==> src/rtl/xp_pkg.sv <==
// Shared sizing for the crosspoint control block.
// Assumes a fixed field order inside each per-output slot: select, gain, enable.
package xp_pkg;
    localparam int XP_NOUT   = 16;  // outputs of the matrix
    localparam int XP_SELW   = 4;   // input-select width
    localparam int XP_SHORTW = 16;  // clocks in a single-output frame
    localparam int XP_FLDW   = XP_SELW + 2;
    localparam int XP_FULLW  = XP_NOUT * XP_FLDW;
endpackage

==> src/rtl/xp_serial_front.sv <==
// Serial front end: detects serial-clock rises and frame ends on the system
// clock, shifts data into a working register, counts clocks per frame and
// drives the chaining output. Assumes sclk, sdi and cs_n are already
// synchronous to clk and that each sclk level lasts at least one clk cycle.
module xp_serial_front #(
    parameter int FULLW = 96,
    parameter int CNTW  = 7
) (
    input  logic             clk,
    input  logic             rst_n,
    input  logic             sclk,
    input  logic             sdi,
    input  logic             cs_n,
    output logic [FULLW-1:0] work,
    output logic             sdo,
    output logic             frame_end,
    output logic [CNTW-1:0]  frame_cnt
);
    localparam logic [CNTW-1:0] CNT_MAX = '1;

    logic            sclk_q;
    logic            cs_q;
    logic [CNTW-1:0] cnt_q;
    logic            shift_ev;

    assign shift_ev  = sclk && !sclk_q && !cs_n;
    assign frame_end = cs_n && !cs_q;
    assign frame_cnt = cnt_q;

    // Edge-detect history for the serial clock and the frame select.
    always_ff @(posedge clk) begin
        if (!rst_n) begin
            sclk_q <= 1'b0;
            cs_q   <= 1'b1;
        end else begin
            sclk_q <= sclk;
            cs_q   <= cs_n;
        end
    end

    // Saturating count of accepted clocks in the current frame.
    always_ff @(posedge clk) begin
        if (!rst_n) begin
            cnt_q <= '0;
        end else if (frame_end) begin
            cnt_q <= '0;
        end else if (shift_ev && cnt_q != CNT_MAX) begin
            cnt_q <= cnt_q + 1'b1;
        end
    end

    // Working shift register; kept through reset so nothing is lost.
    always_ff @(posedge clk) begin
        if (shift_ev) begin
            work <= {work[FULLW-2:0], sdi};
        end
    end

    // Chaining output: the bit leaving the far end on each accepted edge.
    always_ff @(posedge clk) begin
        if (!rst_n) begin
            sdo <= 1'b0;
        end else if (shift_ev) begin
            sdo <= work[FULLW-1];
        end
    end

    AST_IDLE_NO_SHIFT: assert property (@(posedge clk) disable iff (!rst_n)
        cs_n |=> $stable(work)) else $error("work moved while deselected");

endmodule

==> src/rtl/xp_frame_store.sv <==
// Frame store: at each frame end, sorts the frame by its clock count. A long
// frame commits the working register to the retained matrix register. A
// 16-clock frame keeps the address and settings bits and marks a short word
// pending. A frame with zero clocks is dropped. Reset clears only the
// pending mark.
module xp_frame_store #(
    parameter int FULLW  = 96,
    parameter int SHORTW = 16,
    parameter int KEEPW  = 10,
    parameter int CNTW   = 7
) (
    input  logic             clk,
    input  logic             rst_n,
    input  logic             frame_end,
    input  logic [CNTW-1:0]  frame_cnt,
    input  logic [FULLW-1:0] work,
    output logic [FULLW-1:0] kept,
    output logic [KEEPW-1:0] short_word,
    output logic             short_pend
);
    localparam logic [CNTW-1:0] CNT_SHORT = CNTW'(SHORTW);

    logic is_short;
    logic is_full;

    assign is_short = frame_end && (frame_cnt == CNT_SHORT);
    assign is_full  = frame_end && (frame_cnt != '0) && (frame_cnt != CNT_SHORT);

    // Retained matrix register; only a long frame replaces it.
    always_ff @(posedge clk) begin
        if (is_full) begin
            kept <= work;
        end
    end

    // Used part of the last single-output word.
    always_ff @(posedge clk) begin
        if (is_short) begin
            short_word <= work[SHORTW-1 -: KEEPW];
        end
    end

    // Selects which source the next update strobe applies.
    always_ff @(posedge clk) begin
        if (!rst_n) begin
            short_pend <= 1'b0;
        end else if (is_short) begin
            short_pend <= 1'b1;
        end else if (is_full) begin
            short_pend <= 1'b0;
        end
    end

    AST_SHORT_KEEPS_MATRIX: assert property (@(posedge clk) disable iff (!rst_n)
        is_short |=> $stable(kept)) else $error("short frame touched matrix");
    AST_EMPTY_FRAME_INERT: assert property (@(posedge clk) disable iff (!rst_n)
        (frame_end && frame_cnt == '0) |=> ($stable(kept) && $stable(short_pend)))
        else $error("empty frame changed state");

endmodule

==> src/rtl/xp_route_latch.sv <==
// Active routing latches: one select, gain and enable per output. On an
// update strobe they load either the whole retained matrix or only the
// output named by a pending short word. Enables clear asynchronously on
// reset. Select and gain have no reset, and an update while reset is low
// is ignored.
module xp_route_latch #(
    parameter int NOUT  = 16,
    parameter int SELW  = 4,
    parameter int FULLW = 96,
    parameter int ADRW  = 4,
    parameter int KEEPW = 10
) (
    input  logic                 clk,
    input  logic                 rst_n,
    input  logic                 upd,
    input  logic [FULLW-1:0]     kept,
    input  logic [KEEPW-1:0]     short_word,
    input  logic                 short_pend,
    output logic [NOUT*SELW-1:0] sel_o,
    output logic [NOUT-1:0]      gain_o,
    output logic [NOUT-1:0]      en_o
);
    localparam int FLDW = SELW + 2;

    logic [ADRW-1:0] s_adr;
    logic [SELW-1:0] s_sel;
    logic            s_gain;
    logic            s_en;

    assign s_adr  = short_word[KEEPW-1 -: ADRW];
    assign s_sel  = short_word[KEEPW-ADRW-1 -: SELW];
    assign s_gain = short_word[1];
    assign s_en   = short_word[0];

    for (genvar o = 0; o < NOUT; o++) begin : g_out
        logic            hit;
        logic [SELW-1:0] sel_q;
        logic            gain_q;
        logic            en_q;

        assign hit = short_pend ? (s_adr == ADRW'(o)) : 1'b1;

        // Select and gain load on update; held through reset.
        always_ff @(posedge clk) begin
            if (upd && rst_n && hit) begin
                sel_q  <= short_pend ? s_sel  : kept[o*FLDW+2 +: SELW];
                gain_q <= short_pend ? s_gain : kept[o*FLDW+1];
            end
        end

        // Enable loads on update and clears at once on reset.
        always_ff @(posedge clk or negedge rst_n) begin
            if (!rst_n) begin
                en_q <= 1'b0;
            end else if (upd && hit) begin
                en_q <= short_pend ? s_en : kept[o*FLDW];
            end
        end

        assign sel_o[o*SELW +: SELW] = sel_q;
        assign gain_o[o]             = gain_q;
        assign en_o[o]               = en_q;
    end

    always @(posedge clk) begin
        if (!rst_n) begin
            AST_EN_OFF_IN_RESET: assert (en_o == '0) else $error("enable on in reset");
        end
    end
    AST_EN_OFF_AFTER_RELEASE: assert property (@(posedge clk) disable iff (!rst_n)
        $rose(rst_n) |-> (en_o == '0)) else $error("enable on at release");
    AST_HOLD_WITHOUT_UPDATE: assert property (@(posedge clk) disable iff (!rst_n)
        !upd |=> ($stable(sel_o) && $stable(gain_o) && $stable(en_o)))
        else $error("latch moved without update");
    AST_SHORT_ONE_ENABLE: assert property (@(posedge clk) disable iff (!rst_n)
        (upd && short_pend) |=> ($countones(en_o ^ $past(en_o)) <= 1))
        else $error("short word moved several enables");

endmodule

==> src/rtl/xpoint_ctrl.sv <==
// Top of the crosspoint control block: serial front end, frame store and
// active routing latches. Assumes all inputs are synchronous to clk and
// that the serial clock is at most half the rate of clk.
module xpoint_ctrl
    import xp_pkg::*;
#(
    parameter int NOUT   = XP_NOUT,
    parameter int SELW   = XP_SELW,
    parameter int SHORTW = XP_SHORTW
) (
    input  logic                 clk,
    input  logic                 rst_n,
    input  logic                 sclk,
    input  logic                 sdi,
    input  logic                 cs_n,
    input  logic                 upd,
    output logic                 sdo,
    output logic [NOUT*SELW-1:0] out_sel,
    output logic [NOUT-1:0]      out_gain,
    output logic [NOUT-1:0]      out_en
);
    localparam int FULLW = NOUT * (SELW + 2);
    localparam int ADRW  = $clog2(NOUT);
    localparam int KEEPW = ADRW + SELW + 2;
    localparam int CNTW  = $clog2(FULLW + 1);

    logic [FULLW-1:0] work;
    logic [FULLW-1:0] kept;
    logic [KEEPW-1:0] short_word;
    logic             short_pend;
    logic             frame_end;
    logic [CNTW-1:0]  frame_cnt;

    xp_serial_front #(.FULLW(FULLW), .CNTW(CNTW)) u_front (
        .clk(clk), .rst_n(rst_n), .sclk(sclk), .sdi(sdi), .cs_n(cs_n),
        .work(work), .sdo(sdo), .frame_end(frame_end), .frame_cnt(frame_cnt)
    );

    xp_frame_store #(.FULLW(FULLW), .SHORTW(SHORTW), .KEEPW(KEEPW), .CNTW(CNTW)) u_store (
        .clk(clk), .rst_n(rst_n), .frame_end(frame_end), .frame_cnt(frame_cnt),
        .work(work), .kept(kept), .short_word(short_word), .short_pend(short_pend)
    );

    xp_route_latch #(.NOUT(NOUT), .SELW(SELW), .FULLW(FULLW), .ADRW(ADRW), .KEEPW(KEEPW)) u_latch (
        .clk(clk), .rst_n(rst_n), .upd(upd), .kept(kept), .short_word(short_word),
        .short_pend(short_pend), .sel_o(out_sel), .gain_o(out_gain), .en_o(out_en)
    );

endmodule

==> config.mk <==
export PLATFORM = sky130hd
export DESIGN_NAME = xpoint_ctrl
export DESIGN_NICKNAME = d
export VERILOG_FILES = /design/src/rtl/xp_pkg.sv /design/src/rtl/xp_serial_front.sv /design/src/rtl/xp_frame_store.sv /design/src/rtl/xp_route_latch.sv /design/src/rtl/xpoint_ctrl.sv
export SDC_FILE = /design/constraint.sdc
export NUM_CORES = 1
export LEC_CHECK = 0
export ABC_AREA = 1
export BUFFER_PORTS_ARGS = -buffer_cell sky130_fd_sc_hd__buf_2
export CORE_MARGIN = 3
export CORE_UTILIZATION = 50
export DETAILED_ROUTE_END_ITERATION = 7
export GPL_ROUTABILITY_DRIVEN = 0
export PLACE_DENSITY = 0.75
export SLEW_MARGIN = 20
export SYNTH_ARGS = -nofsm -noshare
export SYNTH_HDL_FRONTEND = slang
export SYNTH_SLANG_ARGS = --single-unit
==> constraint.sdc <==
create_clock -name clk -period 3.7 [get_ports clk]
set_input_delay 0.74 -clock clk [delete_from_list [all_inputs] [get_ports clk]]
set_output_delay 0.74 -clock clk [all_outputs]
set_load 0.01 [all_outputs]
== After elaboration in Yosys (flattened, before gate mapping) ==
Index checks and enable logic that the tools add are counted.

* Bits in registers: 309
* Logic and storage cells: 189
* Bits of input ports: 6

* Eq/ne operators: 18
* $add $sub $neg: 1
* Bitwise logic cells: 1
* Reduce and logical (&&, ||, !) cells: 47
* Multiplexer cells: 66

{| class="wikitable"
|+ Operator list
! kind !! count
|-
| $mux W4 || 16
|-
| $mux W1 || 50
|-
| $logic_and A1 B1 Y1 || 40
|-
| $eq A4 B4 Y1 const B || 8
|-
| $eq A4 B3 Y1 const B || 4
|-
| $eq A4 B2 Y1 const B || 2
|-
| $add A7 B1 Y7 const B || 1
|-
| $eq A7 B5 Y1 const B || 1
|-
| $ne A7 B5 Y1 const B || 1
|-
| $ne A7 B7 Y1 const B || 1
|-
| $reduce_bool A7 Y1 || 1
|-
| $eq A4 B1 Y1 const B || 1
|-
| $logic_not A4 Y1 || 1
|-
| $logic_not A1 Y1 || 3
|-
| $reduce_bool A2 Y1 || 1
|-
| $reduce_or A2 Y1 || 1
|-
| $not A1 Y1 || 1
|}

== Logic depth before layout (Yosys ltp) ==
* Depth in word-level cells: 6
* Mapped depth: 8
* Depth with buffers taken out: 8

== Cells and area by module ==
From an unflattened synthesis, not the netlist that was laid out.

* Cell total of the unflattened synthesis: 762
* Area, all modules: 11,249.5 um^2

{| class="wikitable"
|+ By module, submodules not included
! module !! cells each !! times used !! area each (um^2)
|-
| xp_route_latch || 475 || 1 || 4,573.1
|-
| xp_serial_front || 168 || 1 || 3,422.0
|-
| xp_frame_store || 119 || 1 || 3,254.4
|}

== Least setup slack after synthesis ==
No wires, ideal clock.

* Path type: input port to flip-flop
* Start: in cs_n
* End: reg u_store.kept[0] (enable)
* Arrival: 2.875 ns
* Setup time: 0.450 ns
* Cell stages on the path: 4
* Path buffers: 0
* Required time: 3.250 ns
* Setup slack: 0.375 ns
* Path through: inv_1 -> nor2_1 -> nand2_1 -> inv_1

* Longest elaborated chain between the ends: 3

{| class="wikitable"
|+ RTL lines
! item !! line !! text
|-
| start: declaration || xpoint_ctrl.sv:15 || <nowiki>input logic cs_n,</nowiki>
|-
| $logic_and A1 B1 Y1 || xp_serial_front.sv:27 || <nowiki>assign frame_end = cs_n && !cs_q;</nowiki>
|-
| $logic_and A1 B1 Y1 (2 in a row) || xp_frame_store.sv:27 || <nowiki>assign is_full = frame_end && (frame_cnt != '0) && (frame_cnt != CNT_SHORT);</nowiki>
|-
| named net u_store.is_full || xp_frame_store.sv:24 || <nowiki>logic is_full;</nowiki>
|-
| end signal: assignment || xp_frame_store.sv:32 || <nowiki>kept <= work;</nowiki>
|-
| end: declaration || xp_frame_store.sv:17 || <nowiki>output logic [FULLW-1:0] kept,</nowiki>
|}

The timed path passes the listed nets, and every way through them passes these cells.
A chain may end at the register's enable or synchronous reset.

== Worst setup path after layout ==
* Start: reg u_front.cnt_q[0] (netlist: u_front.frame_cnt[0])
* End: reg u_store.kept[83] (enable)

* Longest elaborated chain between the ends: 3
* Elaborated cells between the ends (all ways): 4

{| class="wikitable"
|+ RTL lines
! item !! line !! text
|-
| start: declaration || xp_serial_front.sv:23 || <nowiki>logic [CNTW-1:0] cnt_q;</nowiki>
|-
| start signal: assignment || xp_serial_front.sv:48 || <nowiki>cnt_q <= cnt_q + 1'b1;</nowiki>
|-
| $reduce_bool A7 Y1 || xp_frame_store.sv:27 ||
|-
| $logic_and A1 B1 Y1 || xp_frame_store.sv:27 ||
|-
| $logic_and A1 B1 Y1 (*) || xp_frame_store.sv:27 ||
|-
| named net u_store.is_full || xp_frame_store.sv:24 ||
|}

The timed path passes the listed nets; every way through them passes the cells marked *.

==> metrics.txt <==
# TYPE chip_impl_metric gauge
chip_impl_metric{name="placement.setup.worst_slack",unit="ns"} 1.22
chip_impl_metric{name="die-area",unit="um2"} 23600
chip_impl_info{name="worstSetupStartpointType",value="flop"} 1
chip_impl_metric{name="antenna_left",unit=""} 0
chip_impl_metric{name="cts-buffers-inserted",unit=""} 29
chip_impl_metric{name="powerDensity",unit="nW/um2"} 562
chip_impl_metric{name="cts.repair.resized",unit=""} 0
chip_impl_metric{name="chipHeight",unit="um"} 154
chip_impl_info{name="rsz0062_at_grt",value="no"} 1
chip_impl_metric{name="antenna_found_initial",unit=""} 1
chip_impl_metric{name="timing.fmax",unit="MHz"} 461
chip_impl_metric{name="initial_utilization",unit="%"} 51.3
chip_impl_info{name="cp-end-kind",value="flop"} 1
chip_impl_metric{name="die-width",unit="um"} 154
chip_impl_metric{name="post_route_cells_drive_above_1_share",unit="%"} 19.1
chip_impl_metric{name="final_standard_cell_count_with_taps_included_and_fillers_excluded",unit=""} 1098
chip_impl_metric{name="area_delta_synth_final",unit="%"} 13.9
chip_impl_info{name="critPathTopFamily",value="buffers and inverters"} 1
chip_impl_metric{name="ctsHtreeMaxLevel",unit=""} 1
chip_impl_metric{name="seq_area",unit="um2"} 9090
chip_impl_metric{name="drt-vias-per-instance",unit=""} 5.32
chip_impl_metric{name="clk_pin_slew_worst_paths",unit="ns"} 0.07
chip_impl_metric{name="worst_slack",unit="ns"} 1.53
chip_impl_metric{name="timing_hold_violations_final",unit=""} 0
chip_impl_metric{name="io_pins",unit=""} 103
chip_impl_metric{name="detailed_place_hpwl",unit="um"} 13000
chip_impl_metric{name="average_instance_area_after_synthesis",unit="um2"} 15.2
chip_impl_info{name="rr_startpoint",value="u_front.frame_cnt[0]$_SDFFE_PP0P_"} 1
chip_impl_metric{name="core_region_area",unit="um2"} 21200
chip_impl_metric{name="number_of_rows_in_the_core_area",unit=""} 53
chip_impl_metric{name="synth.lib_cells_used.distinct",unit=""} 24
chip_impl_metric{name="seq_area_frac_synth",unit="%"} 83.5
chip_impl_metric{name="timing.reg2reg.worst_path_depth",unit=""} 6
chip_impl_metric{name="cts-root-to-sink-buffers",unit=""} 3
chip_impl_metric{name="finalSetupViolCount",unit=""} 0
chip_impl_metric{name="placedCellCount",unit=""} 1045
chip_impl_metric{name="vias_in_the_first_global_route",unit=""} 5794
chip_impl_metric{name="finalPower",unit="W"} 0.00697
chip_impl_metric{name="r2r_slack",unit="ns"} 1.53
chip_impl_metric{name="grt_start_max_net_pins",unit=""} 105
chip_impl_metric{name="fillCellCount",unit=""} 1604
chip_impl_metric{name="post_cts_hold_buffer_count",unit=""} 0
chip_impl_metric{name="vias",unit=""} 5842
chip_impl_metric{name="multi_input_comb_area",unit="um2"} 1370
chip_impl_metric{name="synth.net_count",unit=""} 722
chip_impl_metric{name="wl",unit="um"} 21500
chip_impl_metric{name="cts_num_sinks",unit=""} 309
chip_impl_metric{name="total_track_usage",unit="%"} 18.0
chip_impl_metric{name="clock-skew-final",unit="ns"} 0.0114
chip_impl_metric{name="grt_overflow_total",unit=""} 0
chip_impl_info{name="worst_r2r_endpoint",value="u_store.kept[83]$_DFFE_PP_"} 1
chip_impl_info{name="path_cells",value="inv_1, ha_1, nand4_1, nand2_1, clkinv_2, buf_4"} 1
chip_impl_info{name="critical-path-slowest-cell",value="clkinv_2"} 1
chip_impl_metric{name="critPathArrivalTime",unit="ns"} 2.43
chip_impl_metric{name="insertedDiodeCount",unit=""} 0
chip_impl_metric{name="setup_total_negative_slack",unit="ns"} 0
chip_impl_metric{name="fin_crit",unit="ns"} 2.17
chip_impl_metric{name="initialDrtViolationCount",unit=""} 501
chip_impl_metric{name="worst-path-max-fanout",unit=""} 42
chip_impl_metric{name="synth.ff_latch_count",unit=""} 309
chip_impl_metric{name="hold_ws",unit="ns"} 0.218
chip_impl_info{name="setup.worst_path.class",value="reg2reg"} 1
chip_impl_metric{name="synth.cell_area",unit="um2"} 10900
chip_impl_metric{name="ys_warn_count",unit=""} 0
chip_impl_info{name="cts_tree",value="done"} 1
chip_impl_metric{name="post_drt_wl_per_cell",unit="um"} 19.6
chip_impl_metric{name="final_min_period_over_clock_period",unit="%"} 58.7
chip_impl_info{name="worst_hold_path_type",value="in2async"} 1
chip_impl_metric{name="postCtsSetupBuffers",unit=""} 0
chip_impl_metric{name="required_time_at_the_worst_slack_endpoint",unit="ns"} 3.96
chip_impl_metric{name="drv_slew",unit=""} 0
chip_impl_metric{name="max-vdd-ir-drop",unit="uV"} 387
chip_impl_metric{name="drc_errors",unit=""} 0
chip_impl_metric{name="portBuffers",unit=""} 102
chip_impl_metric{name="drt_pass1_iterations",unit=""} 6
chip_impl_metric{name="first_pass_grt_wire_length",unit="um"} 32800
chip_impl_info{name="cts.root.buffer_cell",value="clkbuf_16"} 1
chip_impl_metric{name="max_slew.worst_pin.slew",unit="ns"} 1.06
chip_impl_info{name="run_status",value="completed"} 1
chip_impl_metric{name="clk-insertion-delay-late",unit="ns"} 0.53
chip_impl_metric{name="worst-path-buf-inv",unit=""} 3
chip_impl_metric{name="p_leak",unit="nW"} 4.81
chip_impl_metric{name="timing.critical_path.slowest_cell_delay",unit="ns"} 0.62
chip_impl_metric{name="finish.net_count",unit=""} 809
chip_impl_metric{name="synth_cells",unit=""} 714
chip_impl_metric{name="maxCapViolations",unit=""} 0
chip_impl_metric{name="worst_case_headroom_to_the_max_slew_limit",unit="%"} 29.1
-- final cells by class --
class / count / share of cell area, %
flip-flops and latches: 309 / 73.3
multi-input cells: 331 / 11.1
clock buffers: 39 / 6.15
repair buffers: 110 / 4.90
well taps: 275 / 2.77
clock inverters: 14 / 1.19
inverters: 20 / 0.615
-- kinds of logic (layout without fill, tap and decap cells) --
family,count (synthesis),after routing,synth area share (%)
flip-flops,309,309,83.5
AND/OR/NAND/NOR,273,273,9.75
buffers and inverters,74,183,3.88
AO/OA/AOI/OAI,55,55,2.56
adder cells (fa/ha/maj),2,2,0.230
XOR/XNOR,1,1,0.0805
-- synth_stat cells, drive strengths merged --
library cell / n / area (um2)
edfxtp: 282 / 8470
nand2: 229 / 865
buf: 47 / 320
o21ai: 34 / 170
nor2: 32 / 130
a21oi: 21 / 109
inv: 20 / 75.1
dfrtp: 16 / 400
dfxtp: 11 / 220
clkbuf: 7 / 27.5
nand3: 7 / 35.0
nand4: 3 / 18.8
ha: 2 / 25.0
nand3b: 1 / 7.51
nor3: 1 / 5.00
xor2: 1 / 8.76
-- cell usage in the layout (no fill, tap or decap), drive strengths merged --
master    count
edfxtp      282
o21ai        34
clkinv        9
clkbuf       39
nand2       229
nand4         3
inv          20
buf         110
bufinv        3
dfxtp        11
nor2         32
clkinvlp      2
ha            2
xor2          1
nand3b        1
a21oi        21
nor3          1
dfrtp        16
nand3         7
-- worst max-delay path by stage --
stage | start | endpoint | slack, ns | depth (start not counted)
detailed placement | cs_n | u_store.kept[74]$_DFFE_PP_ | 1.22 | 6
floorplan | cs_n | u_store.kept[0]$_DFFE_PP_ | 0.37 | 4
global route | u_front.frame_cnt[0]$_SDFFE_PP0P_ | u_store.kept[78]$_DFFE_PP_ | 1.37 | 6
CTS | u_front.frame_cnt[0]$_SDFFE_PP0P_ | u_store.kept[83]$_DFFE_PP_ | 1.53 | 6
global placement | cs_n | u_store.kept[81]$_DFFE_PP_ | 1.27 | 6
finish | u_front.frame_cnt[0]$_SDFFE_PP0P_ | u_store.kept[83]$_DFFE_PP_ | 1.53 | 6
-- flip-flops by register name, summed over array words and instances, names as in the netlist --
signal,count
u_store.kept,96
u_front.frame_cnt,7
u_front.sclk_q,1
u_store.short_word,10
u_latch.g_out.en_q,16
u_front.cs_q,1
u_store.short_pend,1
u_front.work,96
u_front.sdo,1
u_latch.g_out.gain_q,16
u_latch.g_out.sel_q,64
-- metal layers --
layer | part of all wire, % | vias up | track usage [%]
li1 | - | 2642 | -
met1 | 41 | 2881 | 25.3
met2 | 48 | 266 | 28.8
met5 | 0.051 | - | 0
met3 | 8.0 | 51 | 3.15
met4 | 3.6 | 2 | 6.64
-- where the power goes --
part           internal, W  total (W)  switching [W]
logic            0.0000482   0.000173       0.000124
registers          0.00390    0.00395      0.0000487
clock network      0.00166    0.00285        0.00120
total              0.00560    0.00697        0.00137
-- stage by stage --
| stage | area (um2) | utilization (%) |
|---|---|---|
| global route | 12400 | 58.4 |
| CTS | 12400 | 58.4 |
| detailed placement | 11500 | 54.2 |
| finish | 12400 | 58.4 |
| floorplan | 10900 | - |
| global placement | 11500 | 54.2 |
(Power assumes the default switching activity.)
